`config.mk`:
```
export PLATFORM = sky130hd
export DESIGN_NAME = spi_word_master
export DESIGN_NICKNAME = d
export VERILOG_FILES = /design/src/rtl/spi_word_master.sv
export SDC_FILE = /design/constraint.sdc
export NUM_CORES = 1
export LEC_CHECK = 0
export BUFFER_PORTS_ARGS = -buffer_cell sky130_fd_sc_hd__buf_2
export CORE_MARGIN = 1.5
export CORE_UTILIZATION = 24
export CTS_CLUSTER_SIZE = 10
export DETAILED_ROUTE_END_ITERATION = 12
export PLACE_DENSITY = 0.45
export REMOVE_ABC_BUFFERS = 1
export SYNTH_ARGS = -nofsm -noshare
export SYNTH_HDL_FRONTEND = slang
export SYNTH_SLANG_ARGS = --single-unit
```
`constraint.sdc`:
```
create_clock -name clk -period 2 [get_ports clk]
set_input_delay 0.2 -clock clk [delete_from_list [all_inputs] [get_ports clk]]
set_output_delay 0.2 -clock clk [all_outputs]
set_load 0.1 [all_outputs]
```
`src/rtl/spi_word_master.sv`:
```
module spi_word_master #(
  parameter int LW   = 6,
  parameter int DIVW = 16,
  parameter int NSEL = 4
) (
  input  logic              clk,
  input  logic              rst_n,
  input  logic              start,
  input  logic [1:0]        mode,
  input  logic [LW-1:0]     nbits,
  input  logic [NSEL-1:0]   cs_sel,
  input  logic              hold_cs,
  input  logic [DIVW-1:0]   div,
  input  logic [(1<<LW)-1:0] tx_data,
  output logic [(1<<LW)-1:0] rx_data,
  output logic              done,
  output logic              sclk,
  output logic              mosi,
  output logic [NSEL-1:0]   cs_n,
  input  logic              miso,
  input  logic              rdy_n
);
  localparam int MAXW = 1 << LW;
  localparam logic [LW-1:0] TOP = LW'(MAXW - 1);

  typedef enum logic [2:0] {IDLE, PREP, READY, RUN, TAIL} st_t;

  st_t             st;
  logic            cpol_q, cpha_q, hold_q;
  logic [LW-1:0]   nb_q;
  logic [DIVW-1:0] dv_q, cnt;
  logic [LW:0]     ecnt;
  logic [MAXW-1:0] sh;
  logic [NSEL-1:0] sel_q, cs_q;

  wire [NSEL-1:0] sel_low = cs_sel & (~cs_sel + 1'b1);
  wire [DIVW-1:0] div_eff = (div == '0) ? DIVW'(1) : div;
  wire            tick    = (cnt == '0);
  wire            lead    = ~ecnt[0];
  wire            samp    = lead ^ cpha_q;
  wire            last    = (ecnt == {nb_q, 1'b1});
  wire [MAXW-1:0] rmask   = {MAXW{1'b1}} >> (TOP - nb_q);

  assign cs_n = ~cs_q;

  always_ff @(posedge clk or negedge rst_n) begin
    if (!rst_n) begin
      st <= IDLE;
      cpol_q <= 1'b0;
      cpha_q <= 1'b0;
      hold_q <= 1'b0;
      nb_q <= '0;
      dv_q <= DIVW'(1);
      cnt <= '0;
      ecnt <= '0;
      sh <= '0;
      sel_q <= '0;
      cs_q <= '0;
      sclk <= 1'b0;
      mosi <= 1'b0;
      rx_data <= '0;
      done <= 1'b0;
    end else begin
      done <= 1'b0;
      case (st)
        IDLE: if (start) begin
          cpol_q <= mode[1];
          cpha_q <= mode[0];
          hold_q <= hold_cs;
          nb_q   <= nbits;
          dv_q   <= div_eff;
          sel_q  <= sel_low;
          sh     <= tx_data << (TOP - nbits);
          mosi   <= tx_data[nbits];
          sclk   <= mode[1];
          st     <= PREP;
        end
        PREP: begin
          cs_q <= sel_q;
          st   <= READY;
        end
        READY: if (!rdy_n) begin
          cnt  <= dv_q - 1'b1;
          ecnt <= '0;
          st   <= RUN;
        end
        RUN: if (tick) begin
          sclk <= ~sclk;
          if (samp) sh <= {sh[MAXW-2:0], miso};
          else      mosi <= sh[MAXW-1];
          ecnt <= ecnt + 1'b1;
          cnt  <= dv_q - 1'b1;
          if (last) st <= TAIL;
        end else begin
          cnt <= cnt - 1'b1;
        end
        TAIL: if (tick) begin
          done    <= 1'b1;
          rx_data <= sh & rmask;
          if (!hold_q) cs_q <= '0;
          st <= IDLE;
        end else begin
          cnt <= cnt - 1'b1;
        end
        default: st <= IDLE;
      endcase
    end
  end

  a_r6_one_select: assert property (@(posedge clk) disable iff (!rst_n)
    $onehot0(~cs_n));

  a_r5_done_pulse: assert property (@(posedge clk) disable iff (!rst_n)
    done |=> !done);

  a_r1_rest_level: assert property (@(posedge clk) disable iff (!rst_n)
    (st == READY) |-> (sclk == cpol_q));

  a_r8_stall_holds: assert property (@(posedge clk) disable iff (!rst_n)
    (st == READY && rdy_n) |=> ($stable(sclk) && st == READY));

  a_r7_release: assert property (@(posedge clk) disable iff (!rst_n)
    (done && !hold_q) |-> (&cs_n));

  a_r9_busy_ignore: assert property (@(posedge clk) disable iff (!rst_n)
    (st != IDLE) |=> ($stable(nb_q) && $stable(dv_q) && $stable(cpha_q)));
endmodule

```
==> impl_results.md <==
* GR Util met3 at 2.855%
* Failing checks: negative setup slack
* Worst hold stages at 3
* Grt met1 use at slightly below 30%
* Final Net Count at between 2,000 and 2,500
* H-tree levels at 4
* Fin area at 19,790 sq um
* Fraction of layout cells with a size suffix above 1 at roughly 44%
* Max-Cap Viols at 0
* Port Buffers at ~170
* WL/cell at between 20 and 25 um
* Synth Area in Compound Gates at a little over a fifth
* Vias in the first global route at roughly 14,000
* Kind of critical path: reg2reg
* First-pass DRT Iterations at 5
* Commonest non-fill, non-tap cell in the layout: buf_4
* VDD IR max at around 0.00064 V
* Adder-Cell Fraction of Synth Area at less than 1%
* Clock power share at between 10 and 15%
* Die width at around 240 um
* Seq pwr share at 26.4%
* Number of synthesized flops with an enable pin at 0
* Initial DRC count at around 1,100
* Hold WS at 30.90 ps
* CTS Buf Count at 17
* Post-synthesis mux area share at about 18%
* Via count at approximately 14,000
* Syn Inst Count at roughly 1,500
* Drc violations at 0
* Worst-skew pair later-pin latency at 470 ps
* Wire length of the first global-routing pass at 89.13 mm
* Post-DP Area at roughly 17,000 sq um
* Io pins at between 150 and 200
* Root Buffer: clkbuf_16
* Starting Density at between 20% and 30%
* GPL Wtd Cong at ~0.94
* CP max stage cell: dfrtp_1
* Synthesized area per cell at between 8 and 9 sq um
* Setup ws final at -183.7 ps
* Logic pwr share at 59.6%
* Worst R2R Start: cnt[6]
* Psw at roughly 11 mW
* Fin. Hold Viols at 0
* Post-synth cell types at between 70 and 80
* Clock Skews at about 27 ps
* CP startpoint kind: register
* Routed Antenna Nets at 0
* Simple-Gate Fraction of Synth Area at between 10% and 20%
* # fillers at approximately 5,500
* Unrepaired setup endpoints after global routing: yes
* GRT met2 Usage at about 33%
* Worst Hold Launch: cs_sel[3]
* Grt total ovfl at 0
* WP data required at 2340 ps
* Core Area at roughly 54,000 sq um
* Largest net degree at the start of global routing at 55
* Sw Ratio at ~45%
* Vias per inst at between 5 and 6
* Sinks on Clock Net at about 190
* FF-to-FF setup slack at -180 ps
* R2R cell count at 9
* Internal at ~13 mW
* Worst Path Max Fanout at 9
* Hold path endpoint: sel_q[3]
* Post-DP HPWL at around 45 mm
* Finish-stage setup viols at approximately 110
* Slew headroom at 52.33%
* Fin crit period at 2184 ps
* Die ar. at between 50,000 and 60,000 sq um
* Register area share after synthesis at about 36%
* Worst Path Arrival at approximately 2500 ps
* CP delay by family, top: compound AO/OA/AOI/OAI gates
* #FFs+latches synth at roughly 190
* Die Height at ~240 um
* Largest family of logic cells by synthesized area: compound AO/OA/AOI/OAI gates
* Clock Path Buffers at 2
* Synthesis-to-layout area growth at 51.70%
* Busiest grt layer: met2
* Most used DFF post-synth: dfrtp_1
* Worst Tran Pin Value at a little over 700 ps
* CP Capture Type: register
* Initial antenna violation count at 0
* Setup TNS at -8829 ps
* Crit. Startpoint: cnt[6]
* Total Power at ~24 mW
* Slew Viols, Final at 0
* Largest stage delay on the critical path at ~400 ps
* TritonCTS clock tree: built
* Max Fclk at between 400 and 500 MHz
* GRT Total Usage at a little over a fifth
* Buf+Inv Stages, Crit Path at 3
* Post-synth ARST share at between 90% and 100%
* Antenna diodes at 0
* Final core occ at 36.77%
* Worst-path cell chain: nor4_2 -> buf_4 -> nand4_1 -> buf_6 -> a211oi_4 -> buf_12 -> o221ai_2 -> a211o_1 -> o22a_1
* Routed Wire Length at just over 60 mm
* Most frequent cells in the layout: buf_4 (325), nand2_1 (206), dfrtp_1 (187)
* RR Endpoint: sh[61]
* Clock transition at path regs at ~80 ps
* Site row count at 85
* Worst hold path class: in2reg
* Mapped Area at between 10,000 and 15,000 sq um
* Crit share post-route at 109.2%
* Leakage power at 8.804 nW
* Post-Synth XOR/XNOR Area at around 1.3%
* YS warnings at 0
* Status: finished with violations
* Pwr Density at roughly 1200 nW/um^2
-- power by group through the flow --
stage | clock (mW) | combinational, mW | sequential [mW]
global placement | 0 | 11.2 | 6.32
floorplan | 0 | 5.42 | 6.28
detailed placement | 0 | 11.2 | 6.33
CTS | 3.49 | 13.3 | 6.31
finish | 3.40 | 14.4 | 6.37
global route | 3.62 | 15.4 | 6.49
-- per-stage QoR --
stage	setup slack (ps)	instances
floorplan	-3235	1356
global placement	-598.9	2569
detailed placement	-628.9	2569
CTS	-206.0	2657
global route	-268.8	2687
finish	-183.7	2687
-- state kept, by name, indices dropped and copies added (netlist names), 3 cells and up --
| signal | cells |
|---|---|
| cnt | 16 |
| dv_q | 16 |
| sel_q | 4 |
| sh | 64 |
| rx_data | 64 |
| cs_q | 4 |
| ecnt | 7 |
| st | 3 |
| nb_q | 6 |
-- worst register-to-register path: stages, from the launching register on --
cell and delay [ps]:
dfrtp_1 400, nor4_2 280, buf_4 160, nand4_1 90, buf_6 160, a211oi_4 270
buf_12 190, o221ai_2 100, a211o_1 250, o22a_1 160
-- routing by layer --
layer  wire length (um)  vias up
met5                  0        -
met4               1959        0
met3               3144       92
met2              27440      510
met1              28240     7132
li1                   -     6534
-- kinds of logic (layout without fill, tap and decap cells) --
group                      after synthesis  after routing
AOI/OAI and AO/OA                      439            439
xor gates and xnor gates                19             19
adders and majority gates                4              4
buffers and inverters                  129            644
DFF                                    189            189
muxes                                  161            161
and+or+nand+nor                        531            535
-- cells in the mapped netlist, types with 13 or more instances --
cell      count  area [sq um]
o21ai_0     150         750.7
clkbuf_1     74         277.8
o22ai_1      25         156.4
mux2i_1      70         700.7
a22o_1       20         175.2
o211ai_1     21         157.7
buf_2        13         65.06
nand3_1      32         160.2
nor2_1      131         491.7
a22oi_1      30         225.2
dfrtp_1     188          4705
and3_1       13         81.33
nor3_1       20         100.1
mux4_2       43         968.4
a31oi_1      14         87.58
buf_1        19         71.32
a21oi_1      65         325.3
a221oi_1     20         175.2
mux2_2       41         461.7
and2_1       16         100.1
nand2_1     249         934.7
-- timing repair --
item,CTS,global route
endpoints found under the setup margin,160,164
hold endpoints to repair,61,0
buffers inserted,26,15
gates cloned,10,20
gates resized for setup,152,207
pin swaps,38,47
hold buffers,22,0
-- area by class of cell --
| cell class | instances | area [sq um] | area share [%] |
|---|---|---|---|
| clock buffer | 18 | 439.2 | 2.220 |
| clock inverter | 14 | 125.1 | 0.6324 |
| inverter | 13 | 48.80 | 0.2466 |
| multi-input combinational | 1158 | 8675 | 43.84 |
| sequential | 189 | 4732 | 23.92 |
| tap | 696 | 870.8 | 4.401 |
| timing repair buffer | 599 | 4895 | 24.74 |
-- worst max-delay path by stage --
stage                     cells past startpoint     end  slack [ps]
after floorplan                               5  sh[61]       -3240
after global placement                        9  sh[60]        -600
after detailed placement                      8  sh[24]        -630
after CTS                                     9  sh[61]        -210
after global routing                         10  sh[61]        -270
final                                         9  sh[61]        -180
(Power assumes the default switching activity.)
